**src/rtl/extint_pkg.sv**
```systemverilog
package extint_pkg;
   typedef enum logic [1:0] {
      SNS_LOW  = 2'd0,
      SNS_FALL = 2'd1,
      SNS_RISE = 2'd2,
      SNS_BOTH = 2'd3
   } sense_e;

   localparam int unsigned OFS_NMI   = 0;
   localparam int unsigned OFS_SENSE = 2;
   localparam int unsigned OFS_REQ   = 4;

   localparam int unsigned NMI_LVL_BIT  = 15;
   localparam int unsigned NMI_SEL_BIT  = 8;
   localparam int unsigned NMI_FLAG_BIT = 1;
endpackage

```
**src/rtl/extint_sync.sv**
```systemverilog
module extint_sync #(
   parameter int unsigned WIDTH   = 1,
   parameter int unsigned STAGES  = 2,
   parameter logic        RST_VAL = 1'b1
) (
   input  logic             clk,
   input  logic             rst_n,
   input  logic [WIDTH-1:0] d_i,
   output logic [WIDTH-1:0] q_o
);
   logic [WIDTH-1:0] chain [STAGES];

   generate
      if (STAGES < 2) begin : g_bad_stages
         $error("extint_sync: STAGES must be at least 2");
      end
      for (genvar s = 0; s < STAGES; s++) begin : g_stage
         if (s == 0) begin : g_first
            always_ff @(posedge clk or negedge rst_n) begin
               if (!rst_n) chain[0] <= {WIDTH{RST_VAL}};
               else        chain[0] <= d_i;
            end
         end else begin : g_next
            always_ff @(posedge clk or negedge rst_n) begin
               if (!rst_n) chain[s] <= {WIDTH{RST_VAL}};
               else        chain[s] <= chain[s-1];
            end
         end
      end
   endgenerate

   assign q_o = chain[STAGES-1];
endmodule

```
**src/rtl/extint_sense_cell.sv**
```systemverilog
module extint_sense_cell
   import extint_pkg::*;
#(
   parameter logic IDLE_VAL = 1'b1
) (
   input  logic       clk,
   input  logic       rst_n,
   input  logic       sync_i,
   input  logic [1:0] mode_i,
   input  logic       clr_i,
   output logic       req_o,
   output logic       line_o
);
   logic prev_q;
   logic req_q;
   logic rise, fall, hit;

   always_ff @(posedge clk or negedge rst_n) begin
      if (!rst_n) prev_q <= IDLE_VAL;
      else        prev_q <= sync_i;
   end

   assign rise = sync_i & ~prev_q;
   assign fall = ~sync_i & prev_q;

   always_comb begin
      case (mode_i)
         SNS_FALL: hit = fall;
         SNS_RISE: hit = rise;
         SNS_BOTH: hit = rise | fall;
         default:  hit = 1'b0;
      endcase
   end

   always_ff @(posedge clk or negedge rst_n) begin
      if (!rst_n)     req_q <= 1'b0;
      else if (hit)   req_q <= 1'b1;
      else if (clr_i) req_q <= 1'b0;
   end

   assign req_o  = req_q;
   assign line_o = (mode_i == SNS_LOW) ? ~sync_i : req_q;

   AST_EDGE_LATCH: assert property (@(posedge clk) disable iff (!rst_n)
      hit |=> req_q);
   AST_SET_WINS: assert property (@(posedge clk) disable iff (!rst_n)
      (hit && clr_i) |=> req_q);
   AST_CLEAR_TAKES: assert property (@(posedge clk) disable iff (!rst_n)
      (!hit && clr_i) |=> !req_q);
   AST_LEVEL_NO_SET: assert property (@(posedge clk) disable iff (!rst_n)
      (mode_i == SNS_LOW && !req_q) |=> !req_q);
endmodule

```
**src/rtl/extint_sense_ctrl.sv**
```systemverilog
module extint_sense_ctrl
   import extint_pkg::*;
#(
   parameter int unsigned N_IRQ       = 8,
   parameter int unsigned DATA_W      = 16,
   parameter int unsigned ADDR_W      = 3,
   parameter int unsigned SYNC_STAGES = 2,
   parameter logic        PIN_IDLE    = 1'b1
) (
   input  logic              clk,
   input  logic              rst_n,
   input  logic [N_IRQ-1:0]  irq_pin_i,
   input  logic              nmi_pin_i,
   input  logic [ADDR_W-1:0] bus_addr_i,
   input  logic              bus_we_i,
   input  logic [DATA_W-1:0] bus_wdata_i,
   output logic [DATA_W-1:0] bus_rdata_o,
   output logic [N_IRQ-1:0]  irq_req_o,
   output logic              nmi_req_o
);
   localparam int unsigned SENSE_W = 2 * N_IRQ;
   localparam int unsigned PIN_W   = N_IRQ + 1;

   generate
      if (SENSE_W > DATA_W) begin : g_bad_width
         $error("extint_sense_ctrl: sense fields do not fit the data width");
      end
      if (DATA_W <= NMI_LVL_BIT) begin : g_bad_data
         $error("extint_sense_ctrl: data width too small for NMI control");
      end
      if (ADDR_W < 3) begin : g_bad_addr
         $error("extint_sense_ctrl: address too narrow for register map");
      end
   endgenerate

   logic [PIN_W-1:0]   pins_sync;
   logic [N_IRQ-1:0]   irq_sync;
   logic               nmi_sync;
   logic [SENSE_W-1:0] sense_q;
   logic               nmi_sel_q;
   logic [N_IRQ-1:0]   req_bits;
   logic [N_IRQ-1:0]   req_clr;
   logic               nmi_flag;
   logic               wr_nmi, wr_sense, wr_req;

   extint_sync #(
      .WIDTH   (PIN_W),
      .STAGES  (SYNC_STAGES),
      .RST_VAL (PIN_IDLE)
   ) u_sync (
      .clk   (clk),
      .rst_n (rst_n),
      .d_i   ({nmi_pin_i, irq_pin_i}),
      .q_o   (pins_sync)
   );

   assign irq_sync = pins_sync[N_IRQ-1:0];
   assign nmi_sync = pins_sync[N_IRQ];

   assign wr_nmi   = bus_we_i && (bus_addr_i == ADDR_W'(OFS_NMI));
   assign wr_sense = bus_we_i && (bus_addr_i == ADDR_W'(OFS_SENSE));
   assign wr_req   = bus_we_i && (bus_addr_i == ADDR_W'(OFS_REQ));

   always_ff @(posedge clk or negedge rst_n) begin
      if (!rst_n) begin
         sense_q   <= '0;
         nmi_sel_q <= 1'b0;
      end else begin
         if (wr_sense) sense_q   <= bus_wdata_i[SENSE_W-1:0];
         if (wr_nmi)   nmi_sel_q <= bus_wdata_i[NMI_SEL_BIT];
      end
   end

   generate
      for (genvar n = 0; n < N_IRQ; n++) begin : g_irq
         assign req_clr[n] = wr_req && !bus_wdata_i[n];
         extint_sense_cell #(.IDLE_VAL(PIN_IDLE)) u_cell (
            .clk    (clk),
            .rst_n  (rst_n),
            .sync_i (irq_sync[n]),
            .mode_i (sense_q[2*n +: 2]),
            .clr_i  (req_clr[n]),
            .req_o  (req_bits[n]),
            .line_o (irq_req_o[n])
         );
      end
   endgenerate

   logic nmi_line_unused;
   extint_sense_cell #(.IDLE_VAL(PIN_IDLE)) u_nmi_cell (
      .clk    (clk),
      .rst_n  (rst_n),
      .sync_i (nmi_sync),
      .mode_i ({nmi_sel_q, ~nmi_sel_q}),
      .clr_i  (wr_nmi && !bus_wdata_i[NMI_FLAG_BIT]),
      .req_o  (nmi_flag),
      .line_o (nmi_line_unused)
   );

   assign nmi_req_o = nmi_flag;

   always_comb begin
      bus_rdata_o = '0;
      if (bus_addr_i == ADDR_W'(OFS_NMI)) begin
         bus_rdata_o[NMI_LVL_BIT]  = nmi_sync;
         bus_rdata_o[NMI_SEL_BIT]  = nmi_sel_q;
         bus_rdata_o[NMI_FLAG_BIT] = nmi_flag;
      end else if (bus_addr_i == ADDR_W'(OFS_SENSE)) begin
         bus_rdata_o[SENSE_W-1:0] = sense_q;
      end else if (bus_addr_i == ADDR_W'(OFS_REQ)) begin
         bus_rdata_o[N_IRQ-1:0] = req_bits;
      end
   end

   AST_SENSE_HOLD: assert property (@(posedge clk) disable iff (!rst_n)
      !wr_sense |=> $stable(sense_q));
   AST_NMI_SEL_HOLD: assert property (@(posedge clk) disable iff (!rst_n)
      !wr_nmi |=> $stable(nmi_sel_q));
   AST_NMI_FLAG_CLEAR: assert property (@(posedge clk) disable iff (!rst_n)
      (nmi_flag && !bus_we_i && $stable(nmi_sync)) |=> nmi_flag);
endmodule

```
**config.mk**
```make
export PLATFORM = sky130hd
export DESIGN_NAME = extint_sense_ctrl
export DESIGN_NICKNAME = d
export VERILOG_FILES = /design/src/rtl/extint_pkg.sv /design/src/rtl/extint_sync.sv /design/src/rtl/extint_sense_cell.sv /design/src/rtl/extint_sense_ctrl.sv
export SDC_FILE = /design/constraint.sdc
export NUM_CORES = 1
export LEC_CHECK = 0
export BUFFER_PORTS_ARGS = -buffer_cell sky130_fd_sc_hd__clkbuf_2
export CORE_MARGIN = 2
export CORE_UTILIZATION = 35
export DETAILED_ROUTE_END_ITERATION = 6
export HOLD_SLACK_MARGIN = 0.15
export SYNTH_ARGS = -nofsm -noshare
export SYNTH_HDL_FRONTEND = slang
export SYNTH_HIERARCHICAL = 1
export SYNTH_SLANG_ARGS = --single-unit
```
**constraint.sdc**
```tcl
create_clock -name clk -period 1.35 [get_ports clk]
set_input_delay 0.135 -clock clk [delete_from_list [all_inputs] [get_ports clk]]
set_output_delay 0.135 -clock clk [all_outputs]
set_load 0.05 [all_outputs]
```
After elaboration in Yosys (flattened, before gate mapping) --
Index checks and enable logic that the tools add are counted.
Storage, ports and cells: bits in registers 53, bits of input ports 31, output and inout port bits 25, logic and storage cells 179
Cells by class: reduce and logical (&&, ||, !) cells 38, eq/ne operators 29, bitwise logic cells 46, multiplexer cells 44
Operators by type and width (count):
- == test 2 bit, second input constant | 18
- two-way mux 1 bit | 30
- one-hot mux 1 bit (3 select lines) | 9
- two-way mux 8 bit | 3
- inverter 1 bit | 19
- bitwise AND 1 bit | 18
- == test 2 x 1 -> 1 bit, second input constant | 9
- nonzero test 2 bit | 9
- logical NOT 2 bit | 8
- logical AND 1 bit | 12
- two-way mux 6 bit | 2
- bitwise OR 1 bit | 9
- logical NOT 1 bit | 8
- == test 3 x 2 -> 1 bit, second input constant | 1
- == test 3 bit, second input constant | 1
- logical NOT 3 bit | 1

Longest topological paths before layout --
word-level depth 5, depth in mapped cells 6, depth with buffers taken out 5

Cells and area by module --
The synthesis kept the hierarchy.
By module, submodules not included:
- extint_sense_cell | area each 130.1 um2, sequential area each 51.3 um2, times used 9, cells an instance 15
- extint_sense_ctrl | area each 998.5 um2, sequential area each 425.4 um2, times used 1, cells an instance 87
- extint_sync | area each 540.5 um2, sequential area each 473.0 um2, times used 1, cells an instance 27

Least setup slack after synthesis --
No wires, ideal clock.
path type reg2out, start reg u_nmi_cell.req_q (netlist: u_nmi_cell/req_o), end out bus_rdata_o[1], required time 1215 ps, stages on the path, launching flop included 4, path buffers 0, arrival time 2065 ps, slack -850 ps, cells stage by stage dfrtp_1 > and2b_1 > a211oi_1 > a211oi_1
On the way: cells in the longest elaborated chain, start to end 1
Ends and longest elaborated chain:
- start: declaration | RTL line extint_sense_cell.sv:15 | logic req_q;
- start signal: assignment | RTL line extint_sense_cell.sv:36 | if (!rst_n) req_q <= 1'b0;
- start signal: assignment | RTL line extint_sense_cell.sv:37 | else if (hit) req_q <= 1'b1;
- start signal: assignment | RTL line extint_sense_cell.sv:38 | else if (clr_i) req_q <= 1'b0;
- two-way mux 1 bit | RTL line extint_sense_ctrl.sv:104 | if (bus_addr_i == ADDR_W'(OFS_NMI)) begin
- end: declaration | RTL line extint_sense_ctrl.sv:17 | output logic [DATA_W-1:0] bus_rdata_o,
Every way passes these cells.

Worst setup path in the final report --
Same ends and word-level chain as after synthesis.

==> key figures <==
GRT
  • Initial antenna violation count: 0
  • Grt ovf: 0
  • First-pass GRT wire length: 10600 um
  • Total GRT Usage: 0.160
  • Number of global-route vias before repair: 2285
  • Largest net degree at the start of global routing: 40

Critical path
  • Critical path's top delay family: flip-flops
  • Worst path required time: 1.22 ns
  • Startpoint Class: flop
  • CP endpoint kind: output port
  • R2R Path End: g_irq[7].u_cell/req_o
  • Worst-path maximum fanout: 2
  • Crit-path slowest cell: dfrtp_1
  • WP buf/inv: 1
  • Arr. time, crit path: 1.31 ns
  • Critical path depth: 4
  • Reg2Reg Depth: 5
  • Worst R2R Start: u_sync/q_o[7]
  • CP Cell Sequence: and2b_1 > a211oi_2 > a211oi_4 > buf_8
  • CP max stage delay: 0.38 ns
  • Setup CP Type: reg -> out
  • Reg2Reg Setup Slack: 0.04 ns

Drt
  • # DRC: 0
  • DR vias/cell: 4.58
  • Drt first pass iters: 4
  • Remaining antenna violation count: 0
  • Routed len/inst: 13.6 um
  • Final wirelength: 6460 um
  • DRT iter0 DRCs: 54
  • Vias: 2169

Placement
  • Gpl congestion: 0.782
  • Port bufs: 55
  • Detailed-placement wirelength estimate: 3980 um

Clocking
  • Clock Sinks: 53
  • Clock Latency Late Sink: 0.32 ns
  • H-tree levels: 2
  • CTS tree: done
  • Clk slew on worst S/H paths: 0.10 ns
  • Clk buf depth: 2
  • Root Driver: clkbuf_8
  • Cts bufs inserted: 5

Power
  • Peak ir drop on the vdd network: 572 uV
  • Post-layout power: 5.02 mW
  • Power density over cell area: 1180 mW/mm2
  • Pleak: 1.98 nW

Floorplanning
  • Die height: 91.8 um
  • Initial cell density of the core: 0.355
  • Std cell rows: 32
  • I/O pin cnt: 56
  • Total core area: 0.00761 mm2
  • Die Wd: 91.8 um
  • Die ar.: 0.00843 mm2

Cells and area
  • Syn-to-layout area delta: 57.5%
  • Fin nets: 420
  • Share of post-route cells with drive strength above 1: 0.567
  • # diodes: 0
  • Most frequent cells in the layout: buf_4, clkbuf_2, dfstp_2
  • Leading cell type in the layout, fill and taps excluded: buf_4

STA
  • Pins Over Slew Limit: 0
  • Slew @ Worst Pin: 0.419 ns
  • WHS: 0.275 ns
  • Worst Skew: 0.00785 ns
  • Fmax: 691 MHz
  • Max transition margin: 0.721
  • Final period util: 1.07
  • Setup violators final: 9
  • Setup slack after layout: -0.0973 ns
  • Final Hold Viols: 0
  • RSZ-0062 raised after global routing: yes
  • Tmin final: 1.45 ns

Logic synthesis
  • Post-Syn Instances: 246
  • Yosys warning count: 6
  • Mapped cell area: 0.00270 mm2
  • Synth Net Count: 295
  • Avg Cell Area, Syn: 11.0 um2

Hold path
  • Worst min path class: in -> async

Flow run
  • Max-cap violations: 0

Run status
  • Status: finished, violations left
  • Violated checks: negative setup slack
==> repair_timing <==
action | 4_1_cts | 5_1_grt
pin swaps | 20 | 16
cloned | 0 | 0
hold endpoints to repair | 66 | 0
setup buffers | 28 | 6
endpoints found under the setup margin | 15 | 28
gates resized for setup | 44 | 31
hold buffers | 26 | 0
==> registers in the layout (all words and copies together) (netlist names) <==
name / cells
sense_q: 16
u_sync/chain: 9
u_sync/q_o: 9
g_irq.u_cell/prev_q: 8
g_irq.u_cell/req_o: 8
nmi_sel_q: 1
u_nmi_cell/prev_q: 1
u_nmi_cell/req_o: 1
==> per-layer routing <==
layer	track usage	wire length (um)	vias up
li1	-	-	1052
met1	0.197	2840	1063
met2	0.280	3270	43
met3	0.0304	247	11
met4	0.0535	98	0
met5	0	0	-
==> how the worst max path moves through the flow <==
stage                                 from        endpoint  slack (ns)
after global placement    u_nmi_cell/req_o  bus_rdata_o[1]        0.03
final                     u_nmi_cell/req_o  bus_rdata_o[1]        -0.1
after detailed placement  u_nmi_cell/req_o  bus_rdata_o[1]       0.007
after floorplan           u_nmi_cell/req_o  bus_rdata_o[1]       -0.18
after CTS                 u_nmi_cell/req_o  bus_rdata_o[1]       -0.11
after global routing      u_nmi_cell/req_o  bus_rdata_o[1]       -0.19
==> stage by stage <==
step           TNS [ns]  instances   util  worst slack, ns  area, um2
2_1_floorplan    -0.251        246      -           -0.181       2770
6_report         -0.295        474  0.558          -0.0973       4250
4_1_cts          -0.439        468  0.539           -0.105       4100
3_5_place_dp          0        406  0.444          0.00668       3380
5_1_grt           -1.36        474  0.558           -0.187       4250
3_3_place_gp          0        406  0.444           0.0340       3380
==> area by class of cell <==
type	instances	area (um2)
fill	676	3360
sequential	53	1370
multi-input combinational	150	1320
timing repair buffer	133	1240
tap	102	128
inverter	28	108
clock buffer	5	68.8
clock inverter	3	21.3
==> power by group <==
group,switching [mW],leakage (nW),internal [mW]
sequential,0.221,0.571,1.83
clock,0.556,0.0445,0.369
combinational,0.962,1.36,1.07
No activity file was read; power rests on OpenSTA's default activity.
